## config.mk

```make
export PLATFORM = sky130hd
export DESIGN_NAME = kbd_row_sense
export DESIGN_NICKNAME = d
export VERILOG_FILES = /design/src/rtl/kbd_sense_pkg.sv /design/src/rtl/kbd_col_match.sv /design/src/rtl/kbd_row_latch.sv /design/src/rtl/kbd_regs.sv /design/src/rtl/kbd_irq_gen.sv /design/src/rtl/kbd_row_sense.sv
export SDC_FILE = /design/constraint.sdc
export NUM_CORES = 1
export LEC_CHECK = 0
export ABC_CLOCK_PERIOD_IN_PS = 3880
export BUFFER_PORTS_ARGS = -buffer_cell sky130_fd_sc_hd__buf_2
export CORE_MARGIN = 2
export CORE_UTILIZATION = 40
export CTS_BUF_LIST = sky130_fd_sc_hd__clkbuf_16
export CTS_CLUSTER_DIAMETER = 60
export CTS_CLUSTER_SIZE = 28
export DETAILED_ROUTE_END_ITERATION = 7
export GPL_ROUTABILITY_DRIVEN = 0
export PLACE_DENSITY = 0.89
export SLEW_MARGIN = 25
export SYNTH_ARGS = -nofsm -noshare
export SYNTH_HDL_FRONTEND = slang
export SYNTH_SLANG_ARGS = --single-unit
```

## constraint.sdc

```tcl
create_clock -name clk -period 3.88 [get_ports clk]
set_clock_uncertainty 0.2 [all_clocks]
set_input_delay 0.776 -clock clk [delete_from_list [all_inputs] [get_ports clk]]
set_output_delay 0.776 -clock clk [all_outputs]
set_load 0.03 [all_outputs]
```

## src/rtl/kbd_sense_pkg.sv

```systemverilog
package kbd_sense_pkg;
  localparam int ADDR_W = 8;
  localparam logic [ADDR_W-1:0] OFS_ROWS   = 8'h10;
  localparam logic [ADDR_W-1:0] OFS_COLSEL = 8'h14;
  localparam logic [ADDR_W-1:0] OFS_STAT   = 8'h20;
  localparam logic [ADDR_W-1:0] OFS_MASK   = 8'h28;

  typedef enum logic [2:0] {
    SEL_NONE,
    SEL_ROWS,
    SEL_COLS,
    SEL_STAT,
    SEL_MASK
  } reg_sel_e;

  function automatic reg_sel_e decode_ofs(input logic [ADDR_W-1:0] a);
    reg_sel_e s;
    case (a)
      OFS_ROWS:   s = SEL_ROWS;
      OFS_COLSEL: s = SEL_COLS;
      OFS_STAT:   s = SEL_STAT;
      OFS_MASK:   s = SEL_MASK;
      default:    s = SEL_NONE;
    endcase
    return s;
  endfunction
endpackage

```

## src/rtl/kbd_col_match.sv

```systemverilog
module kbd_col_match #(
  parameter int ROWS = 5,
  parameter int COLS = 8
) (
  input  logic [ROWS*COLS-1:0] key_down,
  input  logic [COLS-1:0]      col_sel_n,
  output logic [ROWS-1:0]      row_hit
);
  for (genvar r = 0; r < ROWS; r++) begin : g_row
    assign row_hit[r] = |(key_down[r*COLS +: COLS] & ~col_sel_n);
  end
endmodule

```

## src/rtl/kbd_row_latch.sv

```systemverilog
module kbd_row_latch #(
  parameter int ROWS = 5
) (
  input  logic            clk,
  input  logic            rst,
  input  logic [ROWS-1:0] row_hit,
  output logic [ROWS-1:0] row_q
);
  always_ff @(posedge clk) begin
    if (rst) row_q <= '1;
    else     row_q <= ~row_hit;
  end

  // no hit in the previous cycle means the latch shows no key
  assert_idle_rows_R2: assert property (@(posedge clk) disable iff (rst)
    ($past(row_hit) == '0) |-> (row_q == '1));

  // a hit in the previous cycle must show as a pressed row
  assert_hit_rows_R2: assert property (@(posedge clk) disable iff (rst)
    ($past(row_hit) != '0) |-> (row_q != '1));
endmodule

```

## src/rtl/kbd_regs.sv

```systemverilog
module kbd_regs
  import kbd_sense_pkg::*;
#(
  parameter int ROWS  = 5,
  parameter int COLS  = 8,
  parameter int REG_W = 16
) (
  input  logic              clk,
  input  logic              rst,
  input  logic              bus_wr,
  input  logic              bus_rd,
  input  logic [ADDR_W-1:0] bus_addr,
  input  logic [REG_W-1:0]  bus_wdata,
  input  logic [ROWS-1:0]   row_q,
  input  logic              irq_stat,
  output logic [COLS-1:0]   col_q,
  output logic              mask_q,
  output logic [REG_W-1:0]  bus_rdata
);
  reg_sel_e        sel;
  logic [REG_W-1:0] rd_val;

  assign sel = decode_ofs(bus_addr);

  always_ff @(posedge clk) begin
    if (rst) begin
      col_q  <= '1;
      mask_q <= 1'b0;
    end else if (bus_wr) begin
      if (sel == SEL_COLS) col_q  <= bus_wdata[COLS-1:0];
      if (sel == SEL_MASK) mask_q <= bus_wdata[0];
    end
  end

  always_comb begin
    case (sel)
      SEL_ROWS: rd_val = REG_W'(row_q);
      SEL_COLS: rd_val = REG_W'(col_q);
      SEL_STAT: rd_val = REG_W'(irq_stat);
      SEL_MASK: rd_val = REG_W'(mask_q);
      default:  rd_val = '0;
    endcase
  end

  always_ff @(posedge clk) begin
    if (rst) bus_rdata <= '0;
    else     bus_rdata <= bus_rd ? rd_val : '0;
  end

  // the column select only moves on a write to its own offset
  assert_col_hold_R7: assert property (@(posedge clk) disable iff (rst)
    !(bus_wr && bus_addr == OFS_COLSEL) |=> $stable(col_q));

  // the mask only moves on a write to its own offset
  assert_mask_hold_R7: assert property (@(posedge clk) disable iff (rst)
    !(bus_wr && bus_addr == OFS_MASK) |=> $stable(mask_q));

  // a mask write keeps bit 0 of the data
  assert_mask_store_R4: assert property (@(posedge clk) disable iff (rst)
    (bus_wr && bus_addr == OFS_MASK) |=> (mask_q == $past(bus_wdata[0])));

  // an idle read strobe leaves zero on the bus
  assert_rdata_idle_R9: assert property (@(posedge clk) disable iff (rst)
    !bus_rd |=> (bus_rdata == '0));
endmodule

```

## src/rtl/kbd_irq_gen.sv

```systemverilog
module kbd_irq_gen #(
  parameter int ROWS = 5
) (
  input  logic            clk,
  input  logic            rst,
  input  logic            clk_en,
  input  logic            irq_stat,
  input  logic [ROWS-1:0] row_q,
  output logic            kbd_irq
);
  always_ff @(posedge clk) begin
    if (rst) kbd_irq <= 1'b0;
    else     kbd_irq <= clk_en & irq_stat;
  end

  // no interrupt after a cycle with the clock enable off
  assert_irq_gated_R6: assert property (@(posedge clk) disable iff (rst)
    !clk_en |=> !kbd_irq);

  // an interrupt needs a pressed row one cycle earlier
  assert_irq_needs_key_R5: assert property (@(posedge clk) disable iff (rst)
    kbd_irq |-> ($past(row_q) != '1));
endmodule

```

## src/rtl/kbd_row_sense.sv

```systemverilog
module kbd_row_sense
  import kbd_sense_pkg::*;
#(
  parameter int ROWS  = 5,
  parameter int COLS  = 8,
  parameter int REG_W = 16
) (
  input  logic                 clk,
  input  logic                 rst,
  input  logic                 clk_en,
  input  logic [ROWS*COLS-1:0] key_down,
  input  logic                 bus_wr,
  input  logic                 bus_rd,
  input  logic [ADDR_W-1:0]    bus_addr,
  input  logic [REG_W-1:0]     bus_wdata,
  output logic [REG_W-1:0]     bus_rdata,
  output logic                 kbd_irq
);
  logic [COLS-1:0] col_q;
  logic            mask_q;
  logic [ROWS-1:0] row_hit;
  logic [ROWS-1:0] row_q;
  logic            irq_stat;

  assign irq_stat = (row_q != '1) & ~mask_q;

  kbd_col_match #(.ROWS(ROWS), .COLS(COLS)) i_match (
    .key_down (key_down),
    .col_sel_n(col_q),
    .row_hit  (row_hit)
  );

  kbd_row_latch #(.ROWS(ROWS)) i_latch (
    .clk    (clk),
    .rst    (rst),
    .row_hit(row_hit),
    .row_q  (row_q)
  );

  kbd_regs #(.ROWS(ROWS), .COLS(COLS), .REG_W(REG_W)) i_regs (
    .clk      (clk),
    .rst      (rst),
    .bus_wr   (bus_wr),
    .bus_rd   (bus_rd),
    .bus_addr (bus_addr),
    .bus_wdata(bus_wdata),
    .row_q    (row_q),
    .irq_stat (irq_stat),
    .col_q    (col_q),
    .mask_q   (mask_q),
    .bus_rdata(bus_rdata)
  );

  kbd_irq_gen #(.ROWS(ROWS)) i_irq (
    .clk     (clk),
    .rst     (rst),
    .clk_en  (clk_en),
    .irq_stat(irq_stat),
    .row_q   (row_q),
    .kbd_irq (kbd_irq)
  );

  // a masked block never drives the interrupt
  assert_mask_quiet_R5: assert property (@(posedge clk) disable iff (rst)
    mask_q |=> !kbd_irq);
endmodule

```

==> results.yml <==
status:
  status: "finished, final reports clean"
synth:
  synth-xor-area-share_pct: 0
  synth_seq_area_share_pct: 36.36
  synth_compound_area_share_pct: 22.13
  ys.warnings.count: 0
  synthMuxAreaShare_pct: 0.7905
  synthSimpleGateAreaFrac_pct: 21.25
  syn-cell-area_um2: 1266
  ys_seq_elements: 23
  synth_adder_area_share_pct: 0
  syn_avg_cell_area_um2: 7.721
  ys_types: 30
  synth.area.top_cells: "dfxtp_1 36%, inv_1 13%, o22ai_1 10%"
  synth_top_family_by_area: "compound AO/OA/AOI/OAI gates"
  synth_top_area_share_pct: 36.36
  netlist_instances: 164
  synth_top_area_cell: "dfxtp_1"
drt:
  drtIter0Drc: 47
  vias: 1345
  routed_wl_mm: 3.140
  drc_errors: 0
  wl_per_cell_um: 11.34
  viasPerCell: 4.856
  antenna_left: 0
  first_pass_iters: 4
clock_network:
  cts_tree: "yes"
  postCtsSetupRepairBufs: 0
  cts-root-buf: "clkbuf_16"
  cts.path.max_buffers: 2
  clk_pin_slew_ps: 60
  cts_made_buffers: 3
  cts-resized-gates: 0
  htree_num_levels: 1
  ctsHoldBuffers: 0
  cts_sinks: 23
  clkLatencyLatePin_ps: 250
grt:
  grtUsageTotal_pct: 18.23
  grt_pass1_vias: 1161
  antenna_found_initial: 0
  grt_pass1_wl_mm: 5.043
  gr-total-overflow: 0
  grt_max_degree: 20
sta:
  fin_crit_sh_pct: 60.58
  fmax_ghz: 0.4254
  setup_viol: 0
  rsz0062_at_grt: "false"
  max-slew-margin-rel_pct: 47.02
  drv_slew: 0
  setup_tns_ps: 0
  whs_ps: 299.6
  hold_violations: 0
  post-route-min-period_ps: 2350
  tightest_slew_ps: 788.8
floorplan:
  ios: 86
  initial_core_util_pct: 41.82
  die_w_um: 60.27
  rows: 20
  die_h_um: 60.27
  coreArea_um2: 3028
  die-area_um2: 3632
setup_path:
  required_ps: 3860
  critPathArrivalTime_ps: 2330
  path_class: "input port to flip-flop"
  crit_path_end_kind: "flip-flop"
  start_kind: "input port"
  cp_max_fo: 16
finish:
  drive_gt1_share_pct: 33.48
  regArea_um2: 460.4
  n_fill_cell: 288
  layout_common_cells: "69 x buf_2, 44 x inv_1, 23 x dfxtp_1"
  area_growth_pct: 33.50
  multiInputGateArea_um2: 589.3
  postLayoutCoreUtil_pct: 55.83
  layout_commonest_cell: "buf_2"
  nets: 303
  num_antenna_cells: 0
min_path:
  hold_path.class: "flip-flop to flip-flop"
placement:
  io_buffers: 69
  hpwl_mm: 2.504
job:
  maxCapViolations: 0
pwr:
  power_leakage_nw: 0.9156
  power.density_nw_per_um2: 306.4
  peakVddDrop_mv: 0.3140
[where the power goes]
part / switching (mW) / internal, mW
registers: 0.000345 / 0.237
logic: 0.0376 / 0.0303
clock network: 0.0759 / 0.137
total: 0.114 / 0.404
[flip-flops by register name (all words and copies together), names as in the netlist]
signal,cells
i_regs.bus_rdata,8
i_irq.kbd_irq,1
i_latch.row_q,5
i_regs.mask_q,1
i_regs.col_q,8
[final timing paths]
| check | start | endpoint | slack (ps) | depth (start not counted) |
|---|---|---|---|---|
| max | bus_addr[5] | i_regs.col_q[2]$_SDFFE_PP1P_ | 1530 | 5 |
| min | i_latch.row_q[2]$_SDFF_PP1_ | i_regs.bus_rdata[2]$_SDFF_PP0_ | 300 | 2 |
| max reg2reg | i_latch.row_q[1]$_SDFF_PP1_ | i_regs.bus_rdata[0]$_SDFF_PP0_ | 2540 | 4 |
| min reg2reg | i_latch.row_q[2]$_SDFF_PP1_ | i_regs.bus_rdata[2]$_SDFF_PP0_ | 300 | 2 |
[critical path, stage by stage]
cell	delay (ps)
buf_2	110
or4b_4	590
nor4_4	620
nor3_1	90
a21oi_1	150
[cells by family (layout without fill, tap and decap cells)]
family,after synthesis,after routing
AND/OR/NAND/NOR,43,43
buffers and inverters,54,116
flip-flops,23,23
multiplexers,1,1
AO/OA/AOI/OAI,42,42
other,1,8
[routing by layer]
metal | vias to the layer above | wire (um) | global-route usage, %
met3 | 2 | 231 | 4.545
met1 | 609 | 1316 | 23.42
li1 | 688 | - | -
met2 | 46 | 1585 | 30.75
met4 | 0 | 7 | 3.810
met5 | - | 0 | 0
[final cells by class]
class	count	share of cell area, %
multi-input combinational	94	34.86
sequential	23	27.24
timing repair buffer	69	20.43
inverter	43	9.549
clock buffer	3	4.441
tap	44	3.257
clock inverter	1	0.2221
[Yosys cell counts (all sizes together)]
master / number
nor4bb: 1
buf: 11
nor4: 2
a21oi: 9
o22ai: 21
conb: 1
a22oi: 5
or4b: 1
nand2b: 1
and3: 5
and4: 1
or2b: 1
a31oi: 1
or3: 1
nand3: 1
o41ai: 5
mux2i: 1
nor4b: 1
nor2b: 1
nor3: 9
inv: 43
nor2: 16
dfxtp: 23
nand4: 2
o32ai: 1
[metrics by stage]
step / setup slack [ps] / cell area, um^2 / std cells / total power [mW]
after floorplan: 1651 / 1292 / 171 / 0.2814
after global placement: 1294 / 1612 / 273 / 0.3088
after detailed placement: 1243 / 1612 / 273 / 0.3098
after CTS: 1503 / 1690 / 277 / 0.5235
after global routing: 1351 / 1690 / 277 / 0.5414
final: 1530 / 1690 / 277 / 0.5179
No activity file was read; power rests on OpenSTA's default activity.
